$ cat src/rtl/capt_pkg.sv
package capt_pkg;
  localparam logic [3:0] MODE_OFF   = 4'b0000;
  localparam logic [3:0] MODE_FALL  = 4'b0100;
  localparam logic [3:0] MODE_RISE  = 4'b0101;
  localparam logic [3:0] MODE_DIVLO = 4'b0110;
  localparam logic [3:0] MODE_DIVHI = 4'b0111;

  typedef struct packed {
    logic loadCap;
    logic setFlag;
  } capStrobe_t;
endpackage

$ cat src/rtl/capt_ctrl.sv
module capt_ctrl
  import capt_pkg::*;
#(
  parameter int SYNC_STAGES = 2,
  parameter int DIV_LO      = 4,
  parameter int DIV_HI      = 16
) (
  input  logic       clk,
  input  logic       rstN,
  input  logic       pinIn,
  input  logic [3:0] modeSel,
  output capStrobe_t stb
);
  localparam int PW = $clog2(DIV_HI);
  localparam logic [PW-1:0] TERM_LO = PW'(DIV_LO - 1);
  localparam logic [PW-1:0] TERM_HI = PW'(DIV_HI - 1);

  logic [SYNC_STAGES-1:0] syncQ;
  logic syncOut, prevQ, riseEv, fallEv;

  generate
    if (SYNC_STAGES == 1) begin : g_sync1
      always_ff @(posedge clk or negedge rstN)
        if (!rstN) syncQ <= '0;
        else       syncQ <= pinIn;
    end else begin : g_syncN
      always_ff @(posedge clk or negedge rstN)
        if (!rstN) syncQ <= '0;
        else       syncQ <= {syncQ[SYNC_STAGES-2:0], pinIn};
    end
  endgenerate

  assign syncOut = syncQ[SYNC_STAGES-1];

  always_ff @(posedge clk or negedge rstN)
    if (!rstN) prevQ <= 1'b0;
    else       prevQ <= syncOut;

  assign riseEv = syncOut & ~prevQ;
  assign fallEv = ~syncOut & prevQ;

  logic [PW-1:0] prescQ, prescNext, term;
  logic isCap, divEn, hit, divHit;

  always_comb begin
    isCap = 1'b1;
    divEn = 1'b0;
    term  = TERM_LO;
    hit   = 1'b0;
    case (modeSel)
      MODE_FALL:  hit = fallEv;
      MODE_RISE:  hit = riseEv;
      MODE_DIVLO: begin divEn = 1'b1; term = TERM_LO; end
      MODE_DIVHI: begin divEn = 1'b1; term = TERM_HI; end
      default:    isCap = 1'b0;
    endcase
    divHit = divEn && riseEv && (prescQ >= term);
    if (divEn) hit = divHit;
    prescNext = prescQ;
    if (!isCap)                prescNext = '0;
    else if (divEn && riseEv)  prescNext = divHit ? '0 : prescQ + 1'b1;
  end

  always_ff @(posedge clk or negedge rstN)
    if (!rstN) prescQ <= '0;
    else       prescQ <= prescNext;

  assign stb.loadCap = hit;
  assign stb.setFlag = hit;

  assert_presc_clear_R7: assert property (@(posedge clk) disable iff (!rstN)
    !isCap |=> (prescQ == '0));
  assert_presc_wrap_R4: assert property (@(posedge clk) disable iff (!rstN)
    (divEn && stb.loadCap) |=> (prescQ == '0));
  assert_presc_hold_R10: assert property (@(posedge clk) disable iff (!rstN)
    (modeSel == MODE_FALL || modeSel == MODE_RISE) |=> $stable(prescQ));
endmodule

$ cat src/rtl/capt_datapath.sv
module capt_datapath
  import capt_pkg::*;
#(
  parameter int TIMER_W = 16
) (
  input  logic               clk,
  input  logic               rstN,
  input  capStrobe_t         stb,
  input  logic [TIMER_W-1:0] timerVal,
  input  logic               flagClr,
  output logic [TIMER_W-1:0] capVal,
  output logic               capFlag
);
  always_ff @(posedge clk or negedge rstN)
    if (!rstN)            capVal <= '0;
    else if (stb.loadCap) capVal <= timerVal;

  always_ff @(posedge clk or negedge rstN)
    if (!rstN)            capFlag <= 1'b0;
    else if (stb.setFlag) capFlag <= 1'b1;
    else if (flagClr)     capFlag <= 1'b0;

  assert_cap_value_R1: assert property (@(posedge clk) disable iff (!rstN)
    stb.loadCap |=> (capVal == $past(timerVal)));
  assert_flag_set_R5: assert property (@(posedge clk) disable iff (!rstN)
    stb.setFlag |=> capFlag);
  assert_flag_hold_R5: assert property (@(posedge clk) disable iff (!rstN)
    (capFlag && !flagClr) |=> capFlag);
  assert_cap_hold_R6: assert property (@(posedge clk) disable iff (!rstN)
    !stb.loadCap |=> $stable(capVal));
endmodule

$ cat src/rtl/tmr_capture_top.sv
module tmr_capture_top
  import capt_pkg::*;
#(
  parameter int TIMER_W     = 16,
  parameter int SYNC_STAGES = 2,
  parameter int DIV_LO      = 4,
  parameter int DIV_HI      = 16
) (
  input  logic                   clk,
  input  logic                   rstN,
  input  logic                   pinIn,
  input  logic [TIMER_W-1:0]     timerVal,
  input  logic [3:0]             modeSel,
  input  logic                   flagClr,
  output logic [TIMER_W/2-1:0]   capHi,
  output logic [TIMER_W/2-1:0]   capLo,
  output logic                   capFlag
);
  localparam int HALF = TIMER_W / 2;

  capStrobe_t stb;
  logic [TIMER_W-1:0] capVal;

  capt_ctrl #(.SYNC_STAGES(SYNC_STAGES), .DIV_LO(DIV_LO), .DIV_HI(DIV_HI)) uCtrl (
    .clk(clk), .rstN(rstN), .pinIn(pinIn), .modeSel(modeSel), .stb(stb)
  );

  capt_datapath #(.TIMER_W(TIMER_W)) uDp (
    .clk(clk), .rstN(rstN), .stb(stb), .timerVal(timerVal),
    .flagClr(flagClr), .capVal(capVal), .capFlag(capFlag)
  );

  assign capHi = capVal[TIMER_W-1:HALF];
  assign capLo = capVal[HALF-1:0];
endmodule

$ cat config.mk
export PLATFORM = sky130hd
export DESIGN_NAME = tmr_capture_top
export DESIGN_NICKNAME = d
export VERILOG_FILES = /design/src/rtl/capt_pkg.sv /design/src/rtl/capt_ctrl.sv /design/src/rtl/capt_datapath.sv /design/src/rtl/tmr_capture_top.sv
export SDC_FILE = /design/constraint.sdc
export NUM_CORES = 1
export LEC_CHECK = 0
export ABC_AREA = 1
export ABC_CLOCK_PERIOD_IN_PS = 1900
export BUFFER_PORTS_ARGS = -buffer_cell sky130_fd_sc_hd__buf_2
export CAP_MARGIN = 5
export CELL_PAD_IN_SITES_DETAIL_PLACEMENT = 1
export CELL_PAD_IN_SITES_GLOBAL_PLACEMENT = 1
export CORE_MARGIN = 2
export CORE_UTILIZATION = 30
export DETAILED_ROUTE_END_ITERATION = 16
export GPL_TIMING_DRIVEN = 0
export PLACE_DENSITY_LB_ADDON = 0.25
export SLEW_MARGIN = 20
export SYNTH_ARGS = -nofsm -noshare
export SYNTH_HDL_FRONTEND = slang
export SYNTH_HIERARCHICAL = 1
export SYNTH_SLANG_ARGS = --single-unit
$ cat constraint.sdc
create_clock -name clk -period 1.9 [get_ports clk]
set_clock_uncertainty 0.1 [all_clocks]
set_input_delay 0.19 -clock clk [delete_from_list [all_inputs] [get_ports clk]]
set_output_delay 0.19 -clock clk [all_outputs]
set_load 0.05 [all_outputs]
# After elaboration in Yosys (flattened, before gate mapping)
# Cells that the tools add are included.
[word_totals]
register_bits = 24
out_inout_bits = 17
elab_cells = 31
[classes]
eq_ne = 5
n_bitwise = 4
order_cmp = 1
muxes = 10
addsub = 1
n_reduce_logical = 5
[ops]
columns = ["op", "n"]
rows = [
  ["== test 4 x 3 -> 1 bit (second input constant)", 4],
  ["two-way mux 4 bit", 4],
  ["two-way mux 1 bit", 5],
  ["adder 4 x 1 -> 4 bit (second input constant)", 1],
  [">= comparator 4 bit", 1],
  ["OR reduction 4 bit", 1],
  ["bitwise AND 1 bit", 2],
  ["logical AND 1 bit", 2],
  ["inequality test 2 bit (second input constant)", 1],
  ["NOT 1 bit", 2],
  ["case mux 1 bit (2 select lines)", 1],
  ["nonzero test 2 bit", 1],
  ["OR reduction 2 bit", 1],
]

# Logic depth before layout (Yosys ltp)
[depth]
ltp_word = 8
ltp_mapped = 15
ltp_nobuf = 12

# By module
# Netlist, hierarchy kept.
[by_module_without_submodules]
columns = ["module", "instances", "cells_each", "area_each_um2"]
rows = [
  ["capt_datapath", 1, 73, 684.4],
  ["capt_ctrl", 1, 52, 427.9],
]

# Worst setup path after synthesis
# Ideal clock, no wire load.
[synth_timing]
path_kind = "input-to-reg"
startpoint = "input port modeSel[3]"
endpoint = "register uDp.capVal[4]"
arrival_time_ps = 1495
path_buffers = 3
setup_slack_ps = 186
setup_ps = 119
stages = 15
path_cell_list = "inv_2 nand2_1 clkinv_1 nand3_1 ha_1 nand2_1 nor2_2 o21ai_1 nand2_1 buf_4 buf_6 inv_6 buf_12 nand2_1 nand2_1"
[synth_between]
elab_chain_len = 6
word_cells_on_any_way = 12
classes_between = "1 x order compare; 4 x eq/ne; 4 x mux; 3 x reduce/logical"
[synth_lines]
columns = ["item", "line_no", "rtl"]
rows = [
  ["start, declared", "tmr_capture_top.sv:13", "input logic [3:0] modeSel,"],
  ["parallel branches: the longest is 5 deep, another holds >= comparator 4 bit", "--", ""],
  ["two-way mux 1 bit (*)", "capt_ctrl.sv:58", "if (divEn) hit = divHit;"],
  ["named net uCtrl.hit", "capt_ctrl.sv:43", "logic isCap, divEn, hit, divHit;"],
  ["end signal, assigned", "capt_datapath.sv:16", "else if (stb.loadCap) capVal <= timerVal;"],
  ["end, declared", "capt_datapath.sv:11", "output logic [TIMER_W-1:0] capVal,"],
]
# Mark *: on every way through the listed nets, which the timed path passes.
# A chain may end at the register's enable or synchronous reset.

# Worst setup path in the final report
[layout_timing]
startpoint = "register uCtrl.prescQ[2]"
endpoint = "register uDp.capVal[8]"
[layout_between]
elab_chain_len = 3
[layout_lines]
columns = ["item", "line_no", "rtl"]
rows = [
  ["start, declared", "capt_ctrl.sv:42", "logic [PW-1:0] prescQ, prescNext, term;"],
  ["start signal, assigned", "capt_ctrl.sv:66", "else prescQ <= prescNext;"],
  [">= comparator 4 bit", "capt_ctrl.sv:57", "divHit = divEn && riseEv && (prescQ >= term);"],
  ["logical AND 1 bit", "capt_ctrl.sv:57", ""],
  ["two-way mux 1 bit", "capt_ctrl.sv:58", ""],
  ["named net uCtrl.hit", "capt_ctrl.sv:43", ""],
]
# The timed path passes the listed nets, and every way through them passes these cells.

==> impl_metrics.csv <==
group,metric,value,unit
status,status,"finished, final reports clean",
yosys,synth-compound-area-share,0.0180,
yosys,synth_area_leaders,"dfrtp_1, nand2_1, ha_1",
clock_network,cts_buffers,3,
route,dr.pass1.iters,4,
yosys,synth_xor_area_frac,0.00787,
sta,fmax,559,MHz
finish,drive_above_1_share,0.387,
finish,final_core_util,0.406,
job,max-cap-violations,0,
route,drt-initial-drc-count,34,
global_routing,grt_pass1_wl,4390,um
sta,worstMarginPinSlew,551,ps
place,port_buffers,40,
global_routing,grt_max_degree,25,
die,fp.dieW,64.9,um
die,pin_count,41,
critical_path,critPathLaunchType,"flip-flop",
critical_path,critPathCaptureType,"flip-flop",
yosys,yosysTopAreaCellShare,0.540,
die,rows,22,
finish,fill_cells,450,
yosys,yosys.area_share.simple,0.310,
route,drc,0,
clock_network,cts.sinks,24,
sta,setup_viol,0,
route,routedWlPerCell,12.1,um
sta,slew_violations,0,
yosys,synthAdderAreaFrac,0.0337,
critical_path,path_max_fanout,10,
die,start_util,0.308,
yosys,synth_most_common_cell,"nand2_1",
yosys,synth_common_cells,"nand2_1, dfrtp_1, inv_1, nand2_2, nand3_1",
clock_network,clockBufferDepth,2,
route,wl,2670,um
min_path,hold_class,"input port to flip-flop",
clock_network,htreeDepth,1,
route,via_per_inst,4.40,
clock_network,clk_pin_slew_worst_paths,80,ps
yosys,avgSynthCellArea,8.90,sq um
critical_path,critical_path_required,1960,ps
place,gp_congestion,0.757,
yosys,synth_largest_area_cell,"dfrtp_1",
die,fp.dieArea,0.00421,sq mm
die,core-area,0.00361,sq mm
power,max-vdd-ir-drop,0.000362,V
finish,syn_to_final_growth,31.5,%
global_routing,grtUsageTotal,0.135,
global_routing,antenna_found_initial,0,
clock_network,root_buffer,"clkbuf_8",
sta,slew_headroom,0.633,
sta,fin_tns_setup,0,ps
yosys,yosysUniqueCellTypes,21,
die,die_h,64.9,um
route,vias,973,
clock_network,clock_latency,260,ps
sta,finalHoldViolations,0,
yosys,muxShareOfSynthArea,0,
route,final_antenna_net_count,0,
finish,antenna_cells,0,
yosys,async_flop_share,1.00,
yosys,syn_nets,152,
yosys,synth_edf_count,0,
yosys,synth.cell_area,0.00111,sq mm
yosys,synth-seq-cells,24,
critical_path,arrival,1850,ps
yosys,ys_warn_count,6,
finish,nNetsFinal,202,
global_routing,grt_overflow,0,
power,p_leak,0.836,nW
critical_path,worstSetupPathType,"flip-flop to flip-flop",
power,p_per_area,978,mW/mm^2
clock_network,cts_tree,"yes",
place,dp.final_hpwl,2010,um
sta,period_minus_slack,1790,ps
yosys,yosysSeqAreaShare,0.540,
yosys,synth_top_family_by_area,"simple AND/OR/NAND/NOR gates",
global_routing,grt_pass1_vias,1025,
sta,final.period_utilization,0.942,
yosys,yosys_most_used_dff,"dfrtp_1",
yosys,syn-instance-count,125,
state kept, by name (all words and copies together) (netlist names):
| signal | count |
|---|---|
| uDp/capVal | 16 |
| uDp/capFlag | 1 |
| uCtrl/prevQ | 1 |
| uCtrl/prescQ | 4 |
| uCtrl/syncQ | 2 |
power by group:
part / leakage (nW) / switching (W) / internal [W]
sequential: 0.304 / 0.0000452 / 0.000591
clock: 0.0216 / 0.000154 / 0.000142
combinational: 0.511 / 0.000382 / 0.000116
total: 0.836 / 0.000582 / 0.000848
path summary, 6_finish.rpt:
kind	from	slack, ps	endpoint	depth (start not counted)
max	uCtrl/prescQ[2]	110	uDp/capVal[8]	10
min in group asynchronous	rstN	340	uCtrl/prevQ	2
min reg2reg	uCtrl/syncQ[0]	270	uCtrl/syncQ[1]	0
max reg2reg	uCtrl/prescQ[2]	110	uDp/capVal[8]	10
min	timerVal[0]	30	uDp/capVal[0]	3
max in group asynchronous	rstN	960	uCtrl/prescQ[2]	2
kinds of logic after synthesis:
group	after synthesis
flip-flops	24
adder cells (fa/ha/maj)	3
AND/OR/NAND/NOR	79
XOR/XNOR	1
AO/OA/AOI/OAI	3
buffers and inverters	15
metal layers:
metal | vias up | share of wire | track usage
met5 | - | 0 | 0
met4 | 0 | 0.011 | 0.0559
met3 | 4 | 0.051 | 0.0347
met2 | 26 | 0.54 | 0.247
met1 | 469 | 0.40 | 0.147
li1 | 474 | - | -
stage by stage:
stage / instance area (sq um) / setup WS (ps) / instances / total power, W / hold WS [ps]
finish: 1460 / 110 / 221 / 0.00143 / 25.4
floorplan: 1110 / 186 / 125 / 0.00100 / -206
global placement: 1370 / -49.4 / 213 / 0.00113 / 98.5
detailed placement: 1370 / -157 / 213 / 0.00115 / 118
CTS: 1430 / 4.48 / 218 / 0.00146 / 20.8
global route: 1460 / -15.6 / 221 / 0.00151 / 19.4
cell usage in the layout (no fill, tap or decap):
cell	netlist	final
buf_2	0	40
buf_4	2	6
buf_6	2	2
clkbuf_8	0	3
clkinv_1	1	1
dfrtp_1	24	23
dfrtp_2	0	1
dlygate4sd3_1	0	2
ha_1	3	2
ha_4	0	1
inv_1	6	6
inv_2	2	2
inv_6	1	1
nand2_1	61	61
nand2_2	6	6
nand3_1	5	4
nand3_2	1	2
nand3b_1	1	1
nand4_1	2	2
nor2_2	2	2
nor2_4	1	1
o21a_1	1	1
o21ai_1	1	1
o21bai_1	1	1
xor2_1	1	1
critical path, stage by stage, from the launching register on:
cell	delay [ps]
dfrtp_2	430
ha_1	300
nand2_1	80
nor2_2	50
o21ai_1	120
nand2_1	90
buf_4	140
buf_6	130
buf_6	140
nand2_1	60
nand2_1	50
area by class of cell:
class	count	area [sq um]	share of cell area
sequential	24	602	0.411
multi-input combinational	86	429	0.293
timing repair buffer	46	250	0.171
tap	48	60.1	0.0411
inverter	10	42.5	0.0291
clock buffer	3	41.3	0.0282
buffer	4	37.5	0.0257
what timing repair did:
item	4_1_cts	5_1_grt
hold buffers	2	0
endpoints found under the hold margin	25	0
setup buffers	0	4
setup endpoints to repair	0	11
gates resized for setup	0	3
No activity file was read; power rests on OpenSTA's default activity.
